==> config.mk <==
export PLATFORM = sky130hd
export DESIGN_NAME = async_uart_mp
export DESIGN_NICKNAME = d
export VERILOG_FILES = /design/src/rtl/async_uart_pkg.sv /design/src/rtl/async_uart_sync.sv /design/src/rtl/async_uart_prescale.sv /design/src/rtl/async_uart_tx.sv /design/src/rtl/async_uart_rx.sv /design/src/rtl/async_uart_mp.sv
export SDC_FILE = /design/constraint.sdc
export NUM_CORES = 1
export LEC_CHECK = 0
export BUFFER_PORTS_ARGS = -buffer_cell sky130_fd_sc_hd__buf_4
export CAP_MARGIN = 40
export CORE_MARGIN = 8
export CORE_UTILIZATION = 45
export DETAILED_ROUTE_END_ITERATION = 8
export SYNTH_ARGS = -nofsm -noshare
export SYNTH_HDL_FRONTEND = slang
export SYNTH_HIERARCHICAL = 1
export SYNTH_SLANG_ARGS = --single-unit
==> constraint.sdc <==
create_clock -name clk -period 2.7 [get_ports clk]
set_input_delay 0.54 -clock clk [delete_from_list [all_inputs] [get_ports clk]]
set_output_delay 0.54 -clock clk [all_outputs]
set_load 0.03 [all_outputs]
==> src/rtl/async_uart_pkg.sv <==
package async_uart_pkg;

    localparam int unsigned CHAR_BITS   = 8;
    localparam int unsigned OVERSAMPLE  = 16;
    localparam int unsigned VOTE_FIRST  = 7;
    localparam int unsigned SLOW_FACTOR = 2;

    typedef enum logic [1:0] {
        TXS_IDLE = 2'd0,
        TXS_WAIT = 2'd1,
        TXS_SEND = 2'd2
    } tx_state_e;

    typedef enum logic {
        RXS_HUNT  = 1'b0,
        RXS_FRAME = 1'b1
    } rx_state_e;

    function automatic logic vote3(input logic a, input logic b, input logic c);
        return (a & b) | (a & c) | (b & c);
    endfunction

    function automatic logic keep_char(input logic flag_full, input logic filter_on,
                                       input logic stop_val);
        return ~flag_full & (~filter_on | stop_val);
    endfunction

endpackage

==> src/rtl/async_uart_sync.sv <==
module async_uart_sync #(
    parameter int STAGES = 2,
    parameter bit RST_LEVEL = 1'b1
) (
    input  logic clk,
    input  logic rst,
    input  logic d,
    output logic q
);
    logic [STAGES-1:0] chain_q;

    generate
        if (STAGES == 1) begin : g_single
            always_ff @(posedge clk) begin
                if (rst) chain_q <= RST_LEVEL;
                else     chain_q <= d;
            end
        end else begin : g_multi
            always_ff @(posedge clk) begin
                if (rst) chain_q <= {STAGES{RST_LEVEL}};
                else     chain_q <= {chain_q[STAGES-2:0], d};
            end
        end
    endgenerate

    assign q = chain_q[STAGES-1];
endmodule

==> src/rtl/async_uart_prescale.sv <==
module async_uart_prescale #(
    parameter int SLOW_DIV = async_uart_pkg::SLOW_FACTOR
) (
    input  logic clk,
    input  logic rst,
    input  logic baud_tick,
    input  logic slow_sel,
    output logic sub_tick
);
    localparam int CW = (SLOW_DIV > 1) ? $clog2(SLOW_DIV) : 1;

    logic [CW-1:0] cnt_q;
    logic          last_slot;

    assign last_slot = (cnt_q == CW'(SLOW_DIV - 1));

    always_ff @(posedge clk) begin
        if (rst) begin
            cnt_q <= '0;
        end else if (baud_tick) begin
            cnt_q <= last_slot ? '0 : cnt_q + 1'b1;
        end
    end

    assign sub_tick = baud_tick & (~slow_sel | last_slot);
endmodule

==> src/rtl/async_uart_tx.sv <==
module async_uart_tx
    import async_uart_pkg::*;
#(
    parameter int DATA_W = CHAR_BITS,
    parameter int OVS    = OVERSAMPLE
) (
    input  logic              clk,
    input  logic              rst,
    input  logic              sub_tick,
    input  logic              wr_en,
    input  logic [DATA_W-1:0] wr_data,
    input  logic              done_clr,
    output logic              line,
    output logic              done,
    output logic              busy,
    output logic              roll
);
    localparam int PH_W  = $clog2(OVS);
    localparam int IDX_W = $clog2(DATA_W + 1);

    tx_state_e         state_q;
    logic [PH_W-1:0]   phase_q;
    logic [IDX_W-1:0]  idx_q;
    logic [DATA_W-1:0] shreg_q;
    logic              line_q;
    logic              done_q;
    logic              last_bit;
    logic              set_done;

    assign roll     = sub_tick & (phase_q == PH_W'(OVS - 1));
    assign last_bit = (idx_q == IDX_W'(DATA_W));
    assign set_done = (state_q == TXS_SEND) & roll & last_bit;
    assign busy     = (state_q != TXS_IDLE);

    always_ff @(posedge clk) begin
        if (rst) begin
            phase_q <= '0;
        end else if (sub_tick) begin
            phase_q <= phase_q + 1'b1;
        end
    end

    always_ff @(posedge clk) begin
        if (rst) begin
            state_q <= TXS_IDLE;
            idx_q   <= '0;
            shreg_q <= '0;
            line_q  <= 1'b1;
        end else begin
            unique case (state_q)
                TXS_IDLE: begin
                    if (wr_en) begin
                        shreg_q <= wr_data;
                        state_q <= TXS_WAIT;
                    end
                end
                TXS_WAIT: begin
                    if (roll) begin
                        line_q  <= 1'b0;
                        idx_q   <= '0;
                        state_q <= TXS_SEND;
                    end
                end
                TXS_SEND: begin
                    if (roll) begin
                        if (last_bit) begin
                            line_q  <= 1'b1;
                            state_q <= TXS_IDLE;
                        end else begin
                            line_q  <= shreg_q[0];
                            shreg_q <= shreg_q >> 1;
                            idx_q   <= idx_q + 1'b1;
                        end
                    end
                end
                default: state_q <= TXS_IDLE;
            endcase
        end
    end

    always_ff @(posedge clk) begin
        if (rst)           done_q <= 1'b0;
        else if (set_done) done_q <= 1'b1;
        else if (done_clr) done_q <= 1'b0;
    end

    assign line = line_q;
    assign done = done_q;
endmodule

==> src/rtl/async_uart_rx.sv <==
module async_uart_rx
    import async_uart_pkg::*;
#(
    parameter int DATA_W    = CHAR_BITS,
    parameter int OVS       = OVERSAMPLE,
    parameter int SAMPLE_AT = VOTE_FIRST,
    parameter int SYNC_LEN  = 2
) (
    input  logic              clk,
    input  logic              rst,
    input  logic              sub_tick,
    input  logic              line_in,
    input  logic              enable,
    input  logic              filter_on,
    input  logic              done_clr,
    output logic [DATA_W-1:0] data,
    output logic              ninth,
    output logic              done
);
    localparam int PH_W  = $clog2(OVS);
    localparam int BIT_W = $clog2(DATA_W + 2);

    rx_state_e         state_q;
    logic              synced;
    logic              prev_q;
    logic              fall;
    logic [PH_W-1:0]   phase_q;
    logic [BIT_W-1:0]  bit_q;
    logic [1:0]        samp_q;
    logic [DATA_W-1:0] shreg_q;
    logic [DATA_W-1:0] data_q;
    logic              ninth_q;
    logic              done_q;
    logic              decide;
    logic              voted;
    logic              at_stop;
    logic              accept;

    async_uart_sync #(.STAGES(SYNC_LEN), .RST_LEVEL(1'b1)) u_sync (
        .clk (clk),
        .rst (rst),
        .d   (line_in),
        .q   (synced)
    );

    assign fall    = prev_q & ~synced;
    assign decide  = (state_q == RXS_FRAME) & sub_tick & (phase_q == PH_W'(SAMPLE_AT + 2));
    assign voted   = vote3(samp_q[0], samp_q[1], synced);
    assign at_stop = (bit_q == BIT_W'(DATA_W + 1));
    assign accept  = decide & at_stop & keep_char(done_q, filter_on, voted);

    always_ff @(posedge clk) begin
        if (rst) prev_q <= 1'b1;
        else     prev_q <= synced;
    end

    always_ff @(posedge clk) begin
        if (rst) begin
            state_q <= RXS_HUNT;
            phase_q <= '0;
            bit_q   <= '0;
            samp_q  <= '0;
            shreg_q <= '0;
        end else begin
            unique case (state_q)
                RXS_HUNT: begin
                    if (enable && fall) begin
                        state_q <= RXS_FRAME;
                        phase_q <= '0;
                        bit_q   <= '0;
                    end
                end
                RXS_FRAME: begin
                    if (sub_tick) begin
                        phase_q <= phase_q + 1'b1;
                        if (phase_q == PH_W'(SAMPLE_AT))     samp_q[0] <= synced;
                        if (phase_q == PH_W'(SAMPLE_AT + 1)) samp_q[1] <= synced;
                    end
                    if (decide) begin
                        if (bit_q == '0) begin
                            if (voted) state_q <= RXS_HUNT;
                            else       bit_q   <= bit_q + 1'b1;
                        end else if (!at_stop) begin
                            shreg_q <= {voted, shreg_q[DATA_W-1:1]};
                            bit_q   <= bit_q + 1'b1;
                        end else begin
                            state_q <= RXS_HUNT;
                        end
                    end
                end
                default: state_q <= RXS_HUNT;
            endcase
        end
    end

    always_ff @(posedge clk) begin
        if (rst) begin
            data_q  <= '0;
            ninth_q <= 1'b0;
        end else if (accept) begin
            data_q  <= shreg_q;
            ninth_q <= voted;
        end
    end

    always_ff @(posedge clk) begin
        if (rst)           done_q <= 1'b0;
        else if (accept)   done_q <= 1'b1;
        else if (done_clr) done_q <= 1'b0;
    end

    assign data  = data_q;
    assign ninth = ninth_q;
    assign done  = done_q;
endmodule

==> src/rtl/async_uart_mp.sv <==
module async_uart_mp
    import async_uart_pkg::*;
#(
    parameter int DATA_W    = CHAR_BITS,
    parameter int OVS       = OVERSAMPLE,
    parameter int SAMPLE_AT = VOTE_FIRST,
    parameter int SLOW_DIV  = SLOW_FACTOR
) (
    input  logic              clk,
    input  logic              rst,
    input  logic              baud_tick,
    input  logic              slow_sel,
    input  logic              tx_write,
    input  logic [DATA_W-1:0] tx_wdata,
    input  logic              tx_done_clr,
    output logic              tx_done,
    output logic              ser_out,
    input  logic              rx_enable,
    input  logic              rx_filter,
    input  logic              rx_done_clr,
    output logic              rx_done,
    output logic [DATA_W-1:0] rx_data,
    output logic              rx_ninth,
    input  logic              ser_in
);
    logic sub_tick;
    logic tx_busy;
    logic tx_roll;

    async_uart_prescale #(.SLOW_DIV(SLOW_DIV)) u_pre (
        .clk       (clk),
        .rst       (rst),
        .baud_tick (baud_tick),
        .slow_sel  (slow_sel),
        .sub_tick  (sub_tick)
    );

    async_uart_tx #(.DATA_W(DATA_W), .OVS(OVS)) u_tx (
        .clk      (clk),
        .rst      (rst),
        .sub_tick (sub_tick),
        .wr_en    (tx_write),
        .wr_data  (tx_wdata),
        .done_clr (tx_done_clr),
        .line     (ser_out),
        .done     (tx_done),
        .busy     (tx_busy),
        .roll     (tx_roll)
    );

    async_uart_rx #(.DATA_W(DATA_W), .OVS(OVS), .SAMPLE_AT(SAMPLE_AT)) u_rx (
        .clk       (clk),
        .rst       (rst),
        .sub_tick  (sub_tick),
        .line_in   (ser_in),
        .enable    (rx_enable),
        .filter_on (rx_filter),
        .done_clr  (rx_done_clr),
        .data      (rx_data),
        .ninth     (rx_ninth),
        .done      (rx_done)
    );
endmodule

==> impl_metrics.csv, run 1 <==
group,metric,value,unit
outcome,status,"finished clean",
floorplanning,initial_utilization,0.455,
setup_path,worst-path-max-fanout,9,
hold_path,hp-class,"reg -> reg",
timing,fin_worst_skew,0.00994,ns
detailed_routing,drt_pass1_iterations,4,
clocking,clock-sinks,53,
timing,max_slew_margin,0.608,
detailed_routing,detail_route.wirelength,5200,µm
power_and_ir_drop,p_per_area,484,nW/µm²
global_route,grt_pass1_wl,9190,µm
synth,yosys_warnings,6,
synth,avgSynthCellArea,8.97,µm²
setup_path,critPathLaunchType,"flip-flop",
detailed_routing,ant_nets,0,
detailed_routing,drtIter0Drc,129,
setup_path,r2r_cells,6,
global_route,antenna_found_initial,0,
clocking,cts.repair.resized,0,
setup_path,endpoint_kind,"flip-flop",
global_route,grt_max_degree,60,
timing,grt_setup_unrepaired,"false",
timing,setup_tns,0,ns
clocking,hold_buffers,0,
clocking,clk_latency,0.31,ns
final_layout,drive_gt1_frac,0.161,
floorplanning,die_w,92.4,µm
synth,synth_area,2630,µm²
final_layout,nNetsFinal,342,
floorplanning,dieArea,8540,µm²
hold_path,hp-start,"u_rx/u_sync/chain_q[0]",
final_layout,instances_no_fill,391,
global_route,grt.total_usage,0.127,
power_and_ir_drop,ir_worst_vdd,0.271,mV
place,hpwl,3480,µm
clocking,post_cts_buffers,0,
setup_path,cp.required,2.88,ns
floorplanning,pin_count,30,
place,place_congestion,0.824,
setup_path,rrSetupSlack,0.79,ns
final_layout,diodes,0,
setup_path,cp.arrival,2.09,ns
power_and_ir_drop,leakage,1.27,nW
hold_path,hold_end,"u_rx/u_sync/chain_q[1]",
detailed_routing,vias,2135,
clocking,clockRootBuffer,"clkbuf_8",
timing,fin_crit_sh,0.708,
clocking,tritoncts,"built",
global_route,gr-total-overflow,0,
floorplanning,coreArea,5780,µm²
detailed_routing,post_drt_wl_per_cell,13.3,µm
place,place_inst,383,
clocking,clk_pin_slew,0.10,ns
timing,max_freq,0.523,GHz
final_layout,num-fill-cells,546,
synth,netlist_instances,293,
timing,slew_violations,0,
setup_path,r2r-end,"u_rx/data[0]",
synth,syn_nets,320,
setup_path,r2r-start,"u_rx/phase_q[0]",
detailed_routing,vias_per_cell,5.46,
timing,final_hold_viol_count,0,
clocking,htreeDepth,2,
setup_path,worstSetupPathType,"reg -> reg",
floorplanning,die_y,92.4,µm
detailed_routing,drc,0,
hold_path,whs_path_depth,1,
place,io_buffer_count,29,
setup_path,crit_start,"u_rx/phase_q[0]",
global_route,grt_pass1_vias,2093,
timing,fin_crit,1.91,ns
run,maxCapViolations,0,
floorplanning,rows,28,
timing,finalSetupViolations,0,
timing,tightest_slew,0.586,ns
clocking,max-clock-path-buffers,2,
final_layout,syn_to_final_growth,14.9,%
clocking,cts_made_buffers,5,
==> layout make-up <==
| type | instances | area (µm²) | area share |
|---|---|---|---|
| inverters | 20 | 75.1 | 0.0248 |
| clock inverters | 3 | 43.8 | 0.0145 |
| flip-flops and latches | 53 | 1060 | 0.351 |
| repair buffers | 35 | 270 | 0.0894 |
| clock buffers | 5 | 68.8 | 0.0228 |
| multi-input cells | 200 | 1410 | 0.466 |
| well taps | 75 | 93.8 | 0.0311 |
==> power breakdown <==
part	leakage (nW)	switching (mW)	internal [mW]	total, mW
Clock	0.0585	0.268	0.278	0.546
Combinational	0.783	0.0508	0.0508	0.102
Sequential	0.430	0.0161	0.798	0.815
Total	1.27	0.335	1.13	1.46
==> through the flow <==
stage / setup WS [ns] / area (µm²) / power (mW) / hold WS (ns) / utilization
4_1_cts: 0.790 / 3020 / 1.49 / 0.403 / 0.523
2_1_floorplan: 0.302 / 2630 / 0.895 / 0.383 / -
5_1_grt: 0.520 / 3020 / 1.53 / 0.406 / 0.523
3_5_place_dp: 0.585 / 2910 / 0.935 / 0.392 / 0.503
3_3_place_gp: 0.609 / 2890 / 0.930 / 0.386 / 0.499
6_report: 0.789 / 3020 / 1.46 / 0.407 / 0.523
==> cell usage in the layout, fill, tap and decap left out, types with 3 or more instances in the layout <==
master     n
dfxtp_1   53
nor2_1    35
buf_4     34
inv_1     20
mux2i_1   19
a21oi_1   14
nand2_1   12
nand4_1   11
nand3_1    9
ha_1       9
nor2b_1    7
a221oi_1   7
o311a_1    7
clkbuf_8   5
o21ai_0    5
a31oi_1    4
and4b_1    3
xor2_1     3
nand2b_1   3
a41oi_1    3
==> critical path, cell delays in order (launching register included) <==
cell	delay, ns
dfxtp_1	0.43
ha_1	0.26
nor4bb_1	0.48
o2111ai_1	0.18
buf_4	0.22
mux2i_1	0.16
nor2_1	0.05
==> sequential cells by signal, summed over array words and instances, names as in the netlist <==
name,count
u_tx/line,1
u_rx/data,8
u_rx/ninth,1
u_rx/u_sync/chain_q,2
u_rx/samp_q,2
u_rx/bit_q,4
u_rx/state_q,1
u_tx/idx_q,4
u_tx/phase_q,4
u_rx/phase_q,4
u_rx/prev_q,1
u_tx/state_q,2
u_tx/shreg_q,8
u_rx/done,1
u_rx/shreg_q,8
u_pre/cnt_q,1
u_tx/done,1
==> worst max-delay path by stage <==
stage                          endpoint  slack [ns]  cells past startpoint
after floorplan           u_rx/bit_q[2]        0.30                      6
after global placement    u_rx/bit_q[2]        0.61                      7
after detailed placement  u_rx/bit_q[2]        0.59                      7
after CTS                  u_rx/data[0]        0.79                      6
after global routing       u_rx/data[0]        0.52                      6
final                      u_rx/data[0]        0.79                      6
==> per-layer routing <==
layer  vias up  track usage  part of all wire
met1       991        0.153              0.48
met4         0       0.0443             0.011
li1       1106            -                 -
met3         5       0.0316             0.044
met5         -            0                 0
met2        33        0.215              0.46
Power figures use the tool's default switching activity.
==> run 2: changes to the inputs <==
- clock period: 2.7 -> 1.8 ns (I/O delays scaled with it)
==> run 2 against run 1 <==
Via count grew 3.4%. Combinational power grew 58%. Non-clock buffer count grew 12. Final area grew 3.4%. Largest cell class unchanged.
==> impl_metrics.csv, run 2 (synthesis gave the netlist of run 1 again) <==
group,metric,value,unit
final_layout,diodes,0,
clocking,hold_buffers,0,
timing,setup_ws,0.109,ns
global_route,grt.busiest_layer,"met2",
floorplanning,coreArea,5780,µm²
setup_path,cp.arrival,1.94,ns
timing,hold_slack,0.227,ns
outcome,status,"finished clean",
place,preCtsSetupSlack,0.0722,ns
power_and_ir_drop,p_per_area,669,nW/µm²
timing,finalSetupViolations,0,
timing,final_hold_viol_count,0,
floorplanning,dieArea,8540,µm²
floorplanning,rows,28,
timing,setup_tns,0,ns
clocking,htreeDepth,2,
global_route,grt_max_degree,33,
clocking,clockRootBuffer,"clkbuf_8",
detailed_routing,drtIter0Drc,121,
setup_path,cp.required,2.05,ns
power_and_ir_drop,p_sw,526,µW
detailed_routing,post_drt_wl_per_cell,13.7,µm
clocking,tritoncts,"built",
setup_path,worstSetupPathType,"reg -> reg",
detailed_routing,ant_nets,0,
final_layout,nNetsFinal,354,
detailed_routing,vias,2207,
detailed_routing,drc,0,
setup_path,critPathLaunchType,"flip-flop",
clocking,clk_latency,0.31,ns
setup_path,path_cells,"inv_1 > ha_1 > nor2b_1 > a22o_1 > or4_1 > a21oi_1",
timing,tightest_slew,0.467,ns
clocking,clk_pin_slew,0.10,ns
timing,max_slew_margin,0.688,
floorplanning,die_w,92.4,µm
floorplanning,pin_count,30,
timing,fin_worst_skew,0.0104,ns
power_and_ir_drop,pwr-share-clk,0.338,
timing,grt_setup_unrepaired,"false",
place,place_congestion,0.788,
detailed_routing,drt_pass1_iterations,4,
clocking,clock-sinks,53,
global_route,met2_usage,0.225,
detailed_routing,detail_route.wirelength,5520,µm
global_route,gr-total-overflow,0,
setup_path,worst-path-max-fanout,4,
global_route,grt.total_usage,0.131,
clocking,cts_made_buffers,5,
run,maxCapViolations,0,
floorplanning,initial_utilization,0.455,
place,hpwl,3890,µm
setup_path,endpoint_kind,"flip-flop",
setup_path,path_buf_inv,1,
timing,fin_crit_sh,0.939,
clocking,post_cts_buffers,0,
timing,fin_crit,1.69,ns
timing,slew_violations,0,
clocking,max-clock-path-buffers,2,
detailed_routing,vias_per_cell,5.48,
final_layout,drive_gt1_frac,0.198,
global_route,use_met1,0.156,
global_route,use_met3,0.0348,
power_and_ir_drop,power_frac_comb,0.077,
setup_path,critPathMaxStageDelay,0.47,ns
global_route,grt_pass1_vias,2083,
power_and_ir_drop,ir_worst_vdd,0.511,mV
timing,max_freq,0.591,GHz
power_and_ir_drop,leakage,1.31,nW
power_and_ir_drop,seqPwrFrac,0.585,
power_and_ir_drop,intPower,1.57,mW
floorplanning,die_y,92.4,µm
setup_path,critPathTopFamily,"simple AND/OR/NAND/NOR gates",
final_layout,layout_common_cells,"53 x dfxtp_1, 45 x buf_4, 35 x nor2_1, 20 x inv_1, 19 x mux2i_1",
place,io_buffer_count,29,
place,place_inst,395,
global_route,antenna_found_initial,0,
final_layout,syn_to_final_growth,18.8,%
final_layout,instances_no_fill,403,
final_layout,mostFrequentLayoutCell,"dfxtp_1",
setup_path,crit_path_top_delay_cell,"or4_1",
hold_path,hp-class,"in -> reg",
final_layout,num-fill-cells,572,
power_and_ir_drop,p_sw_frac,0.252,
global_route,grt_pass1_wl,9420,µm
==> run 2: changes by cell type in the layout (fill, tap and decap cells not counted), sizes merged <==
cell / change
bufinv: -1
clkinv: -1
inv: +1
buf: +12
clkinvlp: +1
==> run 2: final timing paths <==
path	slack, ns	endpoint	startpoint	cells after the start
min reg2reg	0.41	u_rx/u_sync/chain_q[1]	u_rx/u_sync/chain_q[0]	1
max reg2reg	0.11	u_rx/bit_q[2]	u_rx/bit_q[1]	6
max	0.11	u_rx/bit_q[2]	u_rx/bit_q[1]	6
min	0.23	u_rx/u_sync/chain_q[0]	ser_in	2
==> run 2: timing repair <==
item | CTS | global route
gates resized for setup | 0 | 2
setup endpoints to repair | 0 | 8
hold endpoints to repair | 0 | 0
==> run 2: routing by layer <==
metal	wire length, µm	up-vias	share of wire
met3	230	6	0.042
met4	62	0	0.011
met5	0	-	0
met1	2560	1029	0.46
met2	2670	38	0.48
li1	-	1134	-
==> run 2: stage by stage <==
stage                     power, mW   util  area (µm²)
after floorplan                1.34      -        2630
after global placement         1.41  0.521        3010
after detailed placement       1.41  0.523        3020
after CTS                      2.12  0.539        3110
after global routing           2.19  0.540        3120
final                          2.09  0.540        3120
==> run 2: final cells by class <==
cell class	instances	area, µm²	share of cell area
inverters	20	75.1	0.0240
clock buffers	5	68.8	0.0220
multi-input cells	200	1420	0.455
flip-flops and latches	53	1060	0.340
clock inverters	3	25.0	0.00801
repair buffers	47	378	0.121
well taps	75	93.8	0.0300
==> run 2: worst register-to-register path, stage by stage, from the launching register on <==
cell and delay, ns:
dfxtp_1 0.40, inv_1 0.09, ha_1 0.20, nor2b_1 0.13, a22o_1 0.22, or4_1 0.47
a21oi_1 0.12
==> run 2: power by group through the flow <==
stage / Combinational, mW / Sequential, mW / Clock [mW]
floorplan: 0.105 / 1.24 / 0
finish: 0.161 / 1.22 / 0.706
global route: 0.182 / 1.23 / 0.779
global placement: 0.160 / 1.25 / 0
CTS: 0.164 / 1.22 / 0.727
detailed placement: 0.163 / 1.25 / 0
